## config.mk

```make
export PLATFORM = sky130hd
export DESIGN_NAME = lowmem_mmio_decoder
export DESIGN_NICKNAME = d
export VERILOG_FILES = /design/src/rtl/lowmap_pkg.sv /design/src/rtl/fixed_reg_bank.sv /design/src/rtl/byte_port.sv /design/src/rtl/lowmem_mmio_decoder.sv
export SDC_FILE = /design/constraint.sdc
export NUM_CORES = 1
export LEC_CHECK = 0
export ABC_CLOCK_PERIOD_IN_PS = 3200
export BUFFER_PORTS_ARGS = -buffer_cell sky130_fd_sc_hd__buf_4
export CORE_AREA = 2 2 111 113
export DETAILED_ROUTE_END_ITERATION = 10
export DIE_AREA = 0 0 113 115
export PLACE_DENSITY_LB_ADDON = 0.1
export SYNTH_ARGS = -nofsm -noshare
export SYNTH_HDL_FRONTEND = slang
export SYNTH_SLANG_ARGS = --single-unit
```

## constraint.sdc

```tcl
create_clock -name clk -period 3.2 [get_ports clk]
set_input_delay 0.96 -clock clk [delete_from_list [all_inputs] [get_ports clk]]
set_output_delay 0.96 -clock clk [all_outputs]
set_load 0.02 [all_outputs]
```

## src/rtl/lowmap_pkg.sv

```systemverilog
package lowmap_pkg;

    localparam int WORD_W = 32;
    localparam int SEL_W  = 2;

    typedef enum logic [1:0] {
        TGT_FIXED = 2'd0,
        TGT_BYTE  = 2'd1,
        TGT_HOLE  = 2'd2,
        TGT_MEM   = 2'd3
    } target_e;

    // word offsets inside the byte-port window (address bits 3:2)
    localparam logic [SEL_W-1:0] PORT_TX_BUF  = 2'd0;
    localparam logic [SEL_W-1:0] PORT_TX_STAT = 2'd1;
    localparam logic [SEL_W-1:0] PORT_RX_BUF  = 2'd2;
    localparam logic [SEL_W-1:0] PORT_RX_STAT = 2'd3;

    typedef struct packed {
        logic              valid;
        logic              we;
        logic [SEL_W-1:0]  sel;
        logic [WORD_W-1:0] wdata;
    } local_acc_t;

    function automatic target_e classify(
        input logic [WORD_W-1:0] addr,
        input logic [WORD_W-1:0] mem_base,
        input logic [WORD_W-1:0] port_base
    );
        if (addr < WORD_W'(16))
            return TGT_FIXED;
        else if (addr[WORD_W-1:4] == port_base[WORD_W-1:4])
            return TGT_BYTE;
        else if (addr >= mem_base)
            return TGT_MEM;
        else
            return TGT_HOLE;
    endfunction

endpackage

```

## src/rtl/fixed_reg_bank.sv

```systemverilog
module fixed_reg_bank
    import lowmap_pkg::*;
#(
    parameter logic [WORD_W-1:0] NEG_CONST = 32'h8000_0000
) (
    input  logic [SEL_W-1:0]  sel,
    input  logic [WORD_W-1:0] pc_in,
    input  logic [WORD_W-1:0] psw_in,
    output logic [WORD_W-1:0] rdata
);

    always_comb begin
        unique case (sel)
            2'd0:    rdata = '0;
            2'd1:    rdata = NEG_CONST;
            2'd2:    rdata = pc_in;
            default: rdata = psw_in;
        endcase
    end

endmodule

```

## src/rtl/byte_port.sv

```systemverilog
module byte_port
    import lowmap_pkg::*;
#(
    parameter int BYTE_W = 8
) (
    input  logic              clk,
    input  logic              rst,
    input  local_acc_t        acc,
    output logic [WORD_W-1:0] rdata,
    output logic              tx_valid,
    output logic [BYTE_W-1:0] tx_data,
    input  logic              tx_accept,
    input  logic              rx_valid,
    input  logic [BYTE_W-1:0] rx_data,
    output logic              rx_take
);

    localparam int PAD_W = WORD_W - BYTE_W;

    logic              tx_busy;
    logic [BYTE_W-1:0] tx_hold;
    logic              rx_full;
    logic [BYTE_W-1:0] rx_hold;
    logic              wr_tx;
    logic              rd_rx;

    assign wr_tx = acc.valid &&  acc.we && (acc.sel == PORT_TX_BUF);
    assign rd_rx = acc.valid && !acc.we && (acc.sel == PORT_RX_BUF);

    always_ff @(posedge clk) begin
        if (rst) begin
            tx_busy <= 1'b0;
            tx_hold <= '0;
        end else if (tx_busy) begin
            if (tx_accept) tx_busy <= 1'b0;
        end else if (wr_tx) begin
            tx_busy <= 1'b1;
            tx_hold <= acc.wdata[BYTE_W-1:0];
        end
    end

    assign rx_take = rx_valid && !rx_full;

    always_ff @(posedge clk) begin
        if (rst) begin
            rx_full <= 1'b0;
            rx_hold <= '0;
        end else if (rx_full) begin
            if (rd_rx) rx_full <= 1'b0;
        end else if (rx_valid) begin
            rx_full <= 1'b1;
            rx_hold <= rx_data;
        end
    end

    assign tx_valid = tx_busy;
    assign tx_data  = tx_hold;

    always_comb begin
        unique case (acc.sel)
            PORT_TX_STAT: rdata = {{(WORD_W-1){1'b0}}, !tx_busy};
            PORT_RX_BUF:  rdata = {{PAD_W{1'b0}}, rx_hold};
            PORT_RX_STAT: rdata = {{(WORD_W-1){1'b0}}, rx_full};
            default:      rdata = '0;
        endcase
    end

    // an offered byte stays put until the model accepts it
    assert_tx_hold_R4: assert property (@(posedge clk) disable iff (rst)
        tx_valid && !tx_accept |=> tx_valid && $stable(tx_data));

    // a write during a pending byte cannot replace it
    assert_tx_drop_R5: assert property (@(posedge clk) disable iff (rst)
        tx_valid && wr_tx |=> $stable(tx_data));

    // a capture leaves the buffer full, and a full buffer refuses
    assert_rx_fill_R6: assert property (@(posedge clk) disable iff (rst)
        rx_take |=> rx_full && !rx_take);

    // reading a waiting byte empties the buffer
    assert_rx_drain_R7: assert property (@(posedge clk) disable iff (rst)
        rd_rx && rx_full |=> !rx_full);

endmodule

```

## src/rtl/lowmem_mmio_decoder.sv

```systemverilog
module lowmem_mmio_decoder
    import lowmap_pkg::*;
#(
    parameter logic [31:0] MEM_BASE  = 32'h2000_0000,
    parameter logic [31:0] PORT_BASE = 32'h0800_0000,
    parameter logic [31:0] NEG_CONST = 32'h8000_0000,
    parameter int          BYTE_W    = 8
) (
    input  logic        clk,
    input  logic        rst,
    input  logic        req_valid,
    input  logic        req_we,
    input  logic [31:0] req_addr,
    input  logic [31:0] req_wdata,
    output logic [31:0] rsp_rdata,
    output logic        rsp_ready,
    input  logic [31:0] pc_in,
    input  logic [31:0] psw_in,
    output logic        ram_req,
    output logic        ram_we,
    output logic [31:0] ram_addr,
    output logic [31:0] ram_wdata,
    input  logic [31:0] ram_rdata,
    input  logic        ram_ready,
    output logic        tx_valid,
    output logic [BYTE_W-1:0] tx_data,
    input  logic        tx_accept,
    input  logic        rx_valid,
    input  logic [BYTE_W-1:0] rx_data,
    output logic        rx_take
);

    target_e           tgt;
    local_acc_t        port_acc;
    logic [WORD_W-1:0] fixed_rd;
    logic [WORD_W-1:0] port_rd;

    assign tgt = classify(req_addr, MEM_BASE, PORT_BASE);

    assign port_acc.valid = req_valid && (tgt == TGT_BYTE);
    assign port_acc.we    = req_we;
    assign port_acc.sel   = req_addr[3:2];
    assign port_acc.wdata = req_wdata;

    fixed_reg_bank #(.NEG_CONST(NEG_CONST)) u_fixed (
        .sel    (req_addr[3:2]),
        .pc_in  (pc_in),
        .psw_in (psw_in),
        .rdata  (fixed_rd)
    );

    byte_port #(.BYTE_W(BYTE_W)) u_port (
        .clk       (clk),
        .rst       (rst),
        .acc       (port_acc),
        .rdata     (port_rd),
        .tx_valid  (tx_valid),
        .tx_data   (tx_data),
        .tx_accept (tx_accept),
        .rx_valid  (rx_valid),
        .rx_data   (rx_data),
        .rx_take   (rx_take)
    );

    assign ram_req   = req_valid && (tgt == TGT_MEM);
    assign ram_we    = req_we;
    assign ram_addr  = req_addr;
    assign ram_wdata = req_wdata;

    always_comb begin
        unique case (tgt)
            TGT_FIXED: rsp_rdata = fixed_rd;
            TGT_BYTE:  rsp_rdata = port_rd;
            TGT_MEM:   rsp_rdata = ram_rdata;
            default:   rsp_rdata = '0;
        endcase
    end

    assign rsp_ready = req_valid && ((tgt == TGT_MEM) ? ram_ready : 1'b1);

    // writes to the fixed words never reach memory and finish at once
    assert_fixed_local_R3: assert property (@(posedge clk) disable iff (rst)
        req_valid && req_we && (req_addr < 32'h10) |-> !ram_req && rsp_ready);

    // a RAM request only ever carries a RAM address
    assert_mem_range_R8: assert property (@(posedge clk) disable iff (rst)
        ram_req |-> ram_addr >= MEM_BASE);

    // holes answer locally with zero
    assert_hole_zero_R9: assert property (@(posedge clk) disable iff (rst)
        req_valid && !req_we && (tgt == TGT_HOLE) |-> rsp_ready && (rsp_rdata == 32'h0) && !ram_req);

endmodule

```

==> results.md <==
* Status: complete, but fails checks
* Failing checks: DRC, setup timing
* Root buf cell: clkbuf_16
* XOR/XNOR Fraction of Synth Area at 0%
* Layout cells sized above 1 at 63.24%
* Initial core utilization at 19.23%
* RSZ-0062 raised after global routing: true
* R2R setup slack at 1.90 ns
* Fin nets at 652
* Multi-input logic area at 1365 um2
* Tmin final at 3.232 ns
* FF+latch count, synth at 18
* Crit path buf inv count at 3
* Largest net degree at the start of global routing at 31
* Number of flops mapped to enable cells by yosys at 0
* Final hold slack at 0.4638 ns
* Die X at 113 um
* Crit Path Max Fanout at 23
* Critical path depth at 7
* Largest family of logic cells by synthesized area: buffers and inverters
* CTS tree: done
* Largest delay share family, worst path: simple AND/OR/NAND/NOR gates
* Max Clk Rate at 0.3094 GHz
* Max-Cap Viols at 0
* PwrDens at 241.3 nW/um2
* DP Cell Count at 617
* WP data required at 2.24 ns
* N_diodes at 0
* Final hold violation count at 0
* Reg area at 360.3 um2
* Synth warn at 0
* Cells after Synth at 295
* CTS H-tree lvls at 1
* Leak Pwr at 2.034 nW
* CORE AREA at 11,810 um2
* HP Class: reg -> reg
* Clock slew at reported path FFs at 0.05 ns
* FP Rows at 40
* Final ANT Viol Nets at 0
* Post-synthesis mux area share at 14.16%
* Commonest non-fill, non-tap cell in the layout: buf_4
* Synth unique cells at 37
* Final Util at 34.68%
* Hold path depth at 2
* Num Clock Sinks at 18
* Total CTS buffers at 3
* Global-route wire length before repair at 14.26 mm
* Slew @ Worst Pin at 0.4106 ns
* Synth Area in Compound Gates at 20.66%
* Fill cells at 1,295
* WL/cell at 15.83 um
* R2R cell count at 4
* Worst path cell trace: buf_8 > nor4_4 > and4_4 > nand3_4 > buf_12 > o21ai_1 > buf_4
* Skew final at 0.001550 ns
* Slew Limit Fails at 0
* CTS Buffer Depth at 2
* Worst VDD drop at 0.2419 mV
* Die area at 13,000 um2
* Overall die height at 115 um
* Gr ovfl total at 0
* Synth Area in Adders at 0%
* DP Wirelength at 8.304 mm
* DRC at 20
* Vias in the first global route at 2,608
* Commonest cells after routing, fill and taps aside: buf_4 (232), nand2_1 (47), mux2i_1 (31), a21oi_1 (25), buf_6 (24)
* CP endpoint kind: output pin
* Worst-skew pair later-pin latency at 0.25 ns
* DR iter-0 viols at 135
* Worst Setup Slack, final at -0.03230 ns
* Port bufs at 231
* Initial antenna violation count at 0
* Avg Inst Size Synth at 7.698 um2
* Fraction of the mapped netlist area in simple logic gates at 22.15%
* Critical-path top delay cell: nor4_4
* Final worst-path cycle share at 101.0%
* Slew headroom at 72.62%
* Register area share after synthesis at 15.87%
* Setup violators final at 9
* Placer Congestion at 0.7551
* Critical path class: in -> out
* Arr. time, crit path at 2.27 ns
* Mapped Area at 2271 um2
* Post-Syn Nets at 470
* Area delta synth->final at 80.39%
* Vias per Instance at 4.315
* Vias post-DR at 2,688
* Top FF cell, synth: dfxtp_1
* Pre-CTS setup slack at -0.1350 ns
* Critical path launch point type: input pin
* Finished Layout Cells at 623
* First drt pass iteration count at 8
* Cts-stage hold buffer count at 0
* Max stage delay on crit path at 0.31 ns
* GRT Overall Usage at 13.73%
* Overall routed net length at 9.863 mm
* Top Ports at 284
* FFs w/ async S/R, synth at 0%
registers in the layout (all words and copies together) (netlist names):
name	flops
u_port.rx_hold	8
u_port.rx_full	1
u_port.tx_data	8
u_port.tx_valid	1
cell families after synthesis:
family	Yosys count
AO/OA/AOI/OAI	71
AND/OR/NAND/NOR	88
buffers and inverters	86
flip-flops	18
multiplexers	32
tightest hold or removal path, stage by stage, from the launching register on:
cell	delay, ns
dfxtp_1	0.31
nand2_1	0.05
a21oi_1	0.05
where the power goes:
group	switching, mW	leakage (nW)	total [mW]	internal [mW]
combinational	0.219	1.84	0.477	0.258
sequential	0.00418	0.146	0.235	0.231
clock	0.0863	0.0442	0.276	0.190
total	0.310	2.03	0.989	0.679
metal layers:
layer  global-route usage [%]  share of wire, %  up-vias  wire [um]
li1                         -                 -     1333          -
met1                    17.93                40     1213       3919
met2                    24.43                51      136       5050
met3                    1.845               8.6        6        846
met4                    2.520              0.48        0         47
met5                        0                 0        -          0
repair_timing:
item	in CTS	in global routing
setup endpoints to repair	32	32
cloned	0	0
setup buffers	0	2
gates resized for setup	27	10
pin swaps	4	9
layout make-up:
cell class / count / area share [%]
clock buffers: 4 / 2.169
well taps: 147 / 4.490
multi-input cells: 191 / 33.32
inverters: 3 / 0.2749
flip-flops and latches: 18 / 8.797
repair buffers: 260 / 50.95
per-stage QoR:
stage / total power, mW / cell area (um2) / setup TNS [ns]
after floorplan: 0.5043 / 2271 / 0
after global placement: 0.6976 / 3811 / -2.479
after detailed placement: 0.6999 / 3811 / -2.383
after CTS: 0.9953 / 4028 / -0.7915
after global routing: 1.037 / 4096 / -2.600
final: 0.9886 / 4096 / -0.1121
worst paths after layout:
path	startpoint	endpoint
max	req_addr[6]	rsp_rdata[29]
min	u_port.rx_hold[0]	u_port.rx_hold[0]
max reg2reg	u_port.tx_valid	u_port.tx_data[5]
min reg2reg	u_port.rx_hold[0]	u_port.rx_hold[0]
synth_stat cells, drive strengths merged (2+ instances only):
cell | count | share of area [%]
and4 | 2 | 0.88
dfxtp | 18 | 16
o21ai | 32 | 10
nand2b | 2 | 0.55
buf | 77 | 26
nor4 | 6 | 3.7
o31ai | 8 | 2.6
nor2 | 10 | 1.7
mux2i | 31 | 14
nand3 | 5 | 2.2
a21oi | 25 | 5.5
clkbuf | 6 | 0.99
a22o | 2 | 0.77
inv | 2 | 0.33
nand2 | 47 | 7.8
nand4 | 10 | 3.3
No activity file was read; power rests on OpenSTA's default activity.
